<file path="src/rtl/i2c_irq_pkg.sv">
package i2c_irq_pkg;

  // Positions of the set sources in the request vector
  localparam int SRC_MSTART = 0;
  localparam int SRC_WAIT   = 1;
  localparam int SRC_MXFER  = 2;
  localparam int SRC_NACK   = 3;
  localparam int SRC_ALOST  = 4;
  localparam int SRC_ALADDR = 5;
  localparam int SRC_SADDR  = 6;
  localparam int SRC_SGCALL = 7;
  localparam int SRC_STOP   = 8;
  localparam int NSRC       = 9;

  typedef struct packed {
    logic master;
    logic wait_en;
    logic ack_chk;
    logic al_ie;
    logic stop_mask;
  } irq_ctrl_t;

  typedef struct packed {
    logic start;
    logic stop;
    logic data_fall;
    logic ack_rise;
    logic ack_bit;
    logic addr;
    logic gcall;
    logic alost;
  } irq_evt_t;

  typedef struct packed {
    logic start_pend;
    logic addr_sess;
    logic gc_sess;
    logic al_sess;
  } irq_sess_t;

  // Next value of the per-byte SCL rising-edge count
  function automatic int unsigned next_edge(input int unsigned cnt, input int unsigned last);
    return (cnt >= last) ? 1 : cnt + 1;
  endfunction

  // Next value of the flag given set and clear requests
  function automatic logic next_flag(input logic cur, input logic set, input logic clr);
    if (set) return 1'b1;
    if (clr) return 1'b0;
    return cur;
  endfunction

endpackage

</file>
<file path="src/rtl/i2c_irq_bitcnt.sv">
module i2c_irq_bitcnt #(
  parameter int BITS = 8
) (
  input  logic clk,
  input  logic rst_n,
  input  logic restart,
  input  logic scl_rise,
  input  logic scl_fall,
  output logic data_fall,
  output logic ack_rise
);
  import i2c_irq_pkg::*;

  localparam int LAST  = BITS + 1;
  localparam int CNT_W = $clog2(LAST + 1);

  logic [CNT_W-1:0] edge_cnt;

  always_ff @(posedge clk) begin
    if (!rst_n) begin
      edge_cnt <= '0;
    end else if (restart) begin
      edge_cnt <= '0;
    end else if (scl_rise) begin
      edge_cnt <= CNT_W'(next_edge(int'(edge_cnt), LAST));
    end
  end

  // The count equals BITS while the last data clock is high
  assign data_fall = scl_fall && (int'(edge_cnt) == BITS) && !restart;
  assign ack_rise  = scl_rise && (int'(edge_cnt) == BITS) && !restart;

  p_cnt_range_r13: assert property (@(posedge clk) disable iff (!rst_n)
    int'(edge_cnt) <= LAST);

  p_cnt_restart_r13: assert property (@(posedge clk) disable iff (!rst_n)
    restart |=> edge_cnt == '0);

  p_cnt_wrap_r13: assert property (@(posedge clk) disable iff (!rst_n)
    (scl_rise && !restart && int'(edge_cnt) == LAST) |=> int'(edge_cnt) == 1);

endmodule

</file>
<file path="src/rtl/i2c_irq_session.sv">
module i2c_irq_session (
  input  logic                   clk,
  input  logic                   rst_n,
  input  logic                   issue_start,
  input  i2c_irq_pkg::irq_evt_t  evt,
  output i2c_irq_pkg::irq_sess_t sess
);
  import i2c_irq_pkg::*;

  irq_sess_t sess_q;

  always_ff @(posedge clk) begin
    if (!rst_n) begin
      sess_q <= '0;
    end else begin
      // Own start request waits for the bus to show the start
      if (issue_start)    sess_q.start_pend <= 1'b1;
      else if (evt.start) sess_q.start_pend <= 1'b0;

      // Transfer sessions end on any start or stop; a match opens one
      if (evt.addr)                   sess_q.addr_sess <= 1'b1;
      else if (evt.start || evt.stop) sess_q.addr_sess <= 1'b0;

      if (evt.gcall)                  sess_q.gc_sess <= 1'b1;
      else if (evt.start || evt.stop) sess_q.gc_sess <= 1'b0;

      // Lost-arbitration state lasts until the bus is released
      if (evt.alost)     sess_q.al_sess <= 1'b1;
      else if (evt.stop) sess_q.al_sess <= 1'b0;
    end
  end

  assign sess = sess_q;

  p_sess_end_r8: assert property (@(posedge clk) disable iff (!rst_n)
    (evt.stop && !evt.addr) |=> !sess_q.addr_sess);

  p_gc_end_r9: assert property (@(posedge clk) disable iff (!rst_n)
    (evt.start && !evt.gcall) |=> !sess_q.gc_sess);

  p_al_hold_r7: assert property (@(posedge clk) disable iff (!rst_n)
    (sess_q.al_sess && !evt.stop) |=> sess_q.al_sess);

endmodule

</file>
<file path="src/rtl/i2c_irq_setlogic.sv">
module i2c_irq_setlogic (
  input  i2c_irq_pkg::irq_ctrl_t      ctrl,
  input  i2c_irq_pkg::irq_evt_t       evt,
  input  i2c_irq_pkg::irq_sess_t      sess,
  output logic [i2c_irq_pkg::NSRC-1:0] src
);
  import i2c_irq_pkg::*;

  always_comb begin
    src = '0;
    src[SRC_MSTART] = ctrl.master && evt.start && sess.start_pend;
    src[SRC_WAIT]   = ctrl.master && ctrl.wait_en && evt.data_fall;
    src[SRC_MXFER]  = ctrl.master && evt.ack_rise;
    src[SRC_NACK]   = ctrl.ack_chk && evt.ack_rise && evt.ack_bit;
    src[SRC_ALOST]  = ctrl.al_ie && evt.alost;
    src[SRC_ALADDR] = sess.al_sess && (evt.addr || evt.gcall);
    src[SRC_SADDR]  = !ctrl.master && sess.addr_sess && evt.ack_rise;
    src[SRC_SGCALL] = !ctrl.master && sess.gc_sess && evt.ack_rise;
    src[SRC_STOP]   = !ctrl.stop_mask && evt.stop;
  end

endmodule

</file>
<file path="src/rtl/i2c_irq_flag.sv">
module i2c_irq_flag #(
  parameter int BITS = 8
) (
  input  logic clk,
  input  logic rst_n,
  input  logic master_mode,
  input  logic wait_en,
  input  logic ack_chk_en,
  input  logic al_ie,
  input  logic stop_mask,
  input  logic gie,
  input  logic issue_start,
  input  logic start_det,
  input  logic stop_det,
  input  logic scl_rise,
  input  logic scl_fall,
  input  logic ack_rx,
  input  logic addr_match,
  input  logic gcall_match,
  input  logic arb_lost,
  input  logic flag_rd,
  input  logic flag_wr,
  input  logic flag_wdata,
  output logic flag_q,
  output logic ack_status,
  output logic irq
);
  import i2c_irq_pkg::*;

  irq_ctrl_t        ctrl;
  irq_evt_t         evt;
  irq_sess_t        sess;
  logic [NSRC-1:0]  set_src;
  logic             set_req;
  logic             clr_req;
  logic             rd_armed;
  logic             data_fall;
  logic             ack_rise;
  logic             flag_r;
  logic             ackst_r;

  assign ctrl = '{master: master_mode, wait_en: wait_en, ack_chk: ack_chk_en,
                  al_ie: al_ie, stop_mask: stop_mask};

  i2c_irq_bitcnt #(.BITS(BITS)) u_bitcnt (
    .clk       (clk),
    .rst_n     (rst_n),
    .restart   (start_det || stop_det),
    .scl_rise  (scl_rise),
    .scl_fall  (scl_fall),
    .data_fall (data_fall),
    .ack_rise  (ack_rise)
  );

  assign evt = '{start: start_det, stop: stop_det, data_fall: data_fall,
                 ack_rise: ack_rise, ack_bit: ack_rx, addr: addr_match,
                 gcall: gcall_match, alost: arb_lost};

  i2c_irq_session u_session (
    .clk         (clk),
    .rst_n       (rst_n),
    .issue_start (issue_start),
    .evt         (evt),
    .sess        (sess)
  );

  i2c_irq_setlogic u_setlogic (
    .ctrl (ctrl),
    .evt  (evt),
    .sess (sess),
    .src  (set_src)
  );

  assign set_req = |set_src;
  assign clr_req = flag_wr && !flag_wdata && rd_armed;

  always_ff @(posedge clk) begin
    if (!rst_n) begin
      flag_r   <= 1'b0;
      rd_armed <= 1'b0;
      ackst_r  <= 1'b0;
    end else begin
      flag_r <= next_flag(flag_r, set_req, clr_req);
      if (flag_wr)                rd_armed <= 1'b0;
      else if (flag_rd && flag_r) rd_armed <= 1'b1;
      if (ack_rise) ackst_r <= ack_rx;
    end
  end

  assign flag_q     = flag_r;
  assign ack_status = ackst_r;
  assign irq        = flag_r && gie;

  p_reset_r1: assert property (@(posedge clk)
    !rst_n |=> (!flag_q && !ack_status));

  p_mxfer_r4: assert property (@(posedge clk) disable iff (!rst_n)
    (master_mode && ack_rise) |=> flag_q);

  p_nack_r5: assert property (@(posedge clk) disable iff (!rst_n)
    (ack_chk_en && ack_rise && ack_rx) |=> (flag_q && ack_status));

  p_alost_r6: assert property (@(posedge clk) disable iff (!rst_n)
    (al_ie && arb_lost) |=> flag_q);

  p_stop_r10: assert property (@(posedge clk) disable iff (!rst_n)
    (stop_det && !stop_mask) |=> flag_q);

  p_clear_r11: assert property (@(posedge clk) disable iff (!rst_n)
    (clr_req && !set_req) |=> !flag_q);

  p_wr_one_r11: assert property (@(posedge clk) disable iff (!rst_n)
    (flag_wr && flag_wdata && flag_q) |=> flag_q);

  p_blind_r11: assert property (@(posedge clk) disable iff (!rst_n)
    (flag_q && !rd_armed && !flag_rd) |=> flag_q);

  p_irq_gate_r12: assert property (@(posedge clk) disable iff (!rst_n)
    !gie |-> !irq);

endmodule

</file>
<file path="config.mk">
export PLATFORM = sky130hd
export DESIGN_NAME = i2c_irq_flag
export DESIGN_NICKNAME = d
export VERILOG_FILES = /design/src/rtl/i2c_irq_pkg.sv /design/src/rtl/i2c_irq_bitcnt.sv /design/src/rtl/i2c_irq_session.sv /design/src/rtl/i2c_irq_setlogic.sv /design/src/rtl/i2c_irq_flag.sv
export SDC_FILE = /design/constraint.sdc
export NUM_CORES = 1
export LEC_CHECK = 0
export CAP_MARGIN = 15
export CORE_MARGIN = 10
export CORE_UTILIZATION = 45
export CTS_BUF_LIST = sky130_fd_sc_hd__clkbuf_2
export DETAILED_ROUTE_END_ITERATION = 6
export GPL_ROUTABILITY_DRIVEN = 0
export PLACE_DENSITY = 0.82
export SYNTH_ARGS = -nofsm -noshare
export SYNTH_HDL_FRONTEND = slang
export SYNTH_HIERARCHICAL = 1
export SYNTH_SLANG_ARGS = --single-unit
export TNS_END_PERCENT = 20
</file>
<file path="constraint.sdc">
create_clock -name clk -period 5.7 [get_ports clk]
set_clock_uncertainty 0.1 [all_clocks]
set_input_delay 1.71 -clock clk [delete_from_list [all_inputs] [get_ports clk]]
set_output_delay 1.71 -clock clk [all_outputs]
set_load 0.02 [all_outputs]
</file>
==> summary.md <==
| Metric | Value |
|---|---|
| Async set-or-reset flop fraction in the synthesized netlist | 0% |
| Initial antenna violation count | 0 |
| H-tree depth | 1 |
| FP Rows | 13 |
| Most frequent cells after synthesis | 11 x dfxtp_1, 6 x nand2_1, 5 x inv_1 |
| Core Region | 1285 um2 |
| DRC viols | 0 |
| Startpoint Class | input port |
| Worst min path class | reg -> reg |
| Port buffer count | 22 |
| Clock transition at path regs | 0.12 ns |
| CP max FO | 1 |
| Clock sink total | 11 |
| Unrepaired setup endpoints after global routing | false |
| Die height | 56.72 um |
| Net count, final | 118 |
| Endpoint class of the critical path | output port |
| Hold_buf cts | 0 |
| Ports | 23 |
| Netlist Area Pre-Place | about 600 um2 |
| Worst skew pair latency | 0.27 ns |
| Post-route antenna net violation count | 0 |
| Count leader, synth | dfxtp_1 |
| Number of fill cells | 131 |
| Most used DFF post-synth | dfxtp_1 |
| Die area | 3217 um2 |
| Syn_area_per_cell | 8.924 um2 |
| Peak VDD IR | 0.1191 mV |
| Setup TNS | 0 ns |
| Total number of vias | between 500 and 600 |
| Fin crit share | 82.21% |
| Initial Util | 47.22% |
| Max-cap violation count | 0 |
| CTS tree | done |
| Post-CTS sizing | 0 |
| Synth Instances | 68 |
| Synth top area cells | dfxtp_1 36%, ha_1 6.2%, o21a_1 4.9%, and2_1 4.1%, nor2b_1 4.1% |
| Vias/cell | 5.165 |
| Cts bufs inserted | 3 |
| Post-CTS setup buffers | 0 |
| Initial DRC Count | 2 |
| Yosys warnings | 6 |
| Tmin final | roughly 4.7 ns |
| Fmax | 213.4 MHz |
| Remaining Overflow, GRT | 0 |
| Cell area after layout | 865.8 um2 |
| Synthesized Nets | 91 |
| Critical Path RT | 3.89 ns |
| Setup Crit Path Kind | in -> out |
| Final hold violations | 0 |
| Detailed Place HPWL | around 1.3 mm |
| Die width | about 57 um |
| Placed cells | 105 |
| Max_slew headroom | 76.35% |
| Post-synth EDFFs | 0 |
| Status | finished clean |
| Arr. time, crit path | between 2 and 3 ns |
| Max Slew Vio Count | 0 |
| Number of inserted diodes | 0 |
| Clk root buf | clkbuf_2 |
| Yosys cell types | 31 |
| Power per Cell Area | between 150 and 200 nW/um2 |
| Synth top area share | 36.29% |
| Area grow syn2layout | 42.68% |
| Drt pass-1 iters | 3 |
| Synth area leader | dfxtp_1 |
| Static Leak | 0.3458 nW |
| GR Util All Layers | 9.915% |
| Share of layout cells above drive strength 1 | between 10% and 20% |
| Sequential share of the synthesized area | 36.29% |
| Post-DP Area | 845.8 um2 |
| Final wirelength | 1.551 mm |
| Largest net degree at the start of global routing | 10 |
| Final setup vio count | 0 |
| Fin util | 67.38% |
| Max Root-Sink Buffers | 2 |
| Slew @ Worst Pin | 0.3498 ns |
| Fin cells | about 110 |
| #FFs+latches synth | 11 |
| Vias in the first global route | 561 |
| Wire per inst | 14.23 um |
| First-pass GRT wire length | 2.573 mm |
==> final timing paths <==
kind	startpoint	end	slack, ns	cells past startpoint
setup reg to reg	u_bitcnt/edge_cnt[0]	flag_q	3.54	8
setup / recovery	gie	irq	1.01	3
hold / removal	u_session/sess[1]	u_session/sess[1]	0.37	2
hold reg to reg	u_session/sess[1]	u_session/sess[1]	0.37	2
==> cells by family after synthesis <==
| kind of cell | count (synthesis) | share of synthesized area [%] |
|---|---|---|
| flops | 11 | 36.29 |
| buf+inv | 5 | 3.093 |
| fa+ha+maj | 3 | 6.186 |
| compound gates | 13 | 17.11 |
| simple gates | 35 | 35.67 |
| mux | 1 | 1.650 |
==> worst max-delay path: stages <==
cell and delay (ns):
clkdlybuf4s50_1 0.45, and2_1 0.12, clkdlybuf4s50_1 0.60
==> routing by layer <==
layer  up-vias  track usage, %  part of all wire (%)
li1        295               -                     -
met1       249           10.01                    44
met2        15           16.14                    46
met3         4           5.843                   7.6
met4         0           4.124                   1.7
met5         -               0                     0
==> power breakdown <==
group,internal (mW),switching (mW)
clock,0.0186,0.0267
sequential,0.0798,0.00164
combinational,0.0189,0.0111
total,0.117,0.0394
==> sequential cells by signal, indices dropped and copies added, names as in the netlist <==
signal	flops
rd_armed	1
ack_status	1
u_session/sess	4
flag_q	1
u_bitcnt/edge_cnt	4
==> cells in the final DEF, fill, tap and decap left out, types with 2 or more instances in the layout <==
cell,n
and2_1,4
and3_2,2
and3b_1,2
clkbuf_2,4
clkdlybuf4s50_1,22
dfxtp_1,11
ha_1,3
inv_1,5
nand2_1,6
nor2_1,3
nor2b_1,4
nor3_1,3
o21a_1,4
o31ai_1,2
==> through the flow <==
stage	setup slack (ns)	total power, mW	hold slack (ns)
global route	0.9891	0.1665	0.3923
floorplan	1.964	0.09376	0.3308
global placement	1.019	0.1129	0.3426
finish	1.014	0.1568	0.3653
CTS	1.003	0.1604	0.3635
detailed placement	1.004	0.1134	0.3460
==> layout make-up <==
cell class	instances	area [um2]	share of cell area, %
Sequential cell	11	220.2	25.43
Multi-Input combinational cell	52	367.9	42.49
Clock buffer	4	20.02	2.312
Inverter	5	18.77	2.168
Tap cell	15	18.77	2.168
Timing Repair Buffer	22	220.2	25.43
Power figures use the tool's default switching activity.
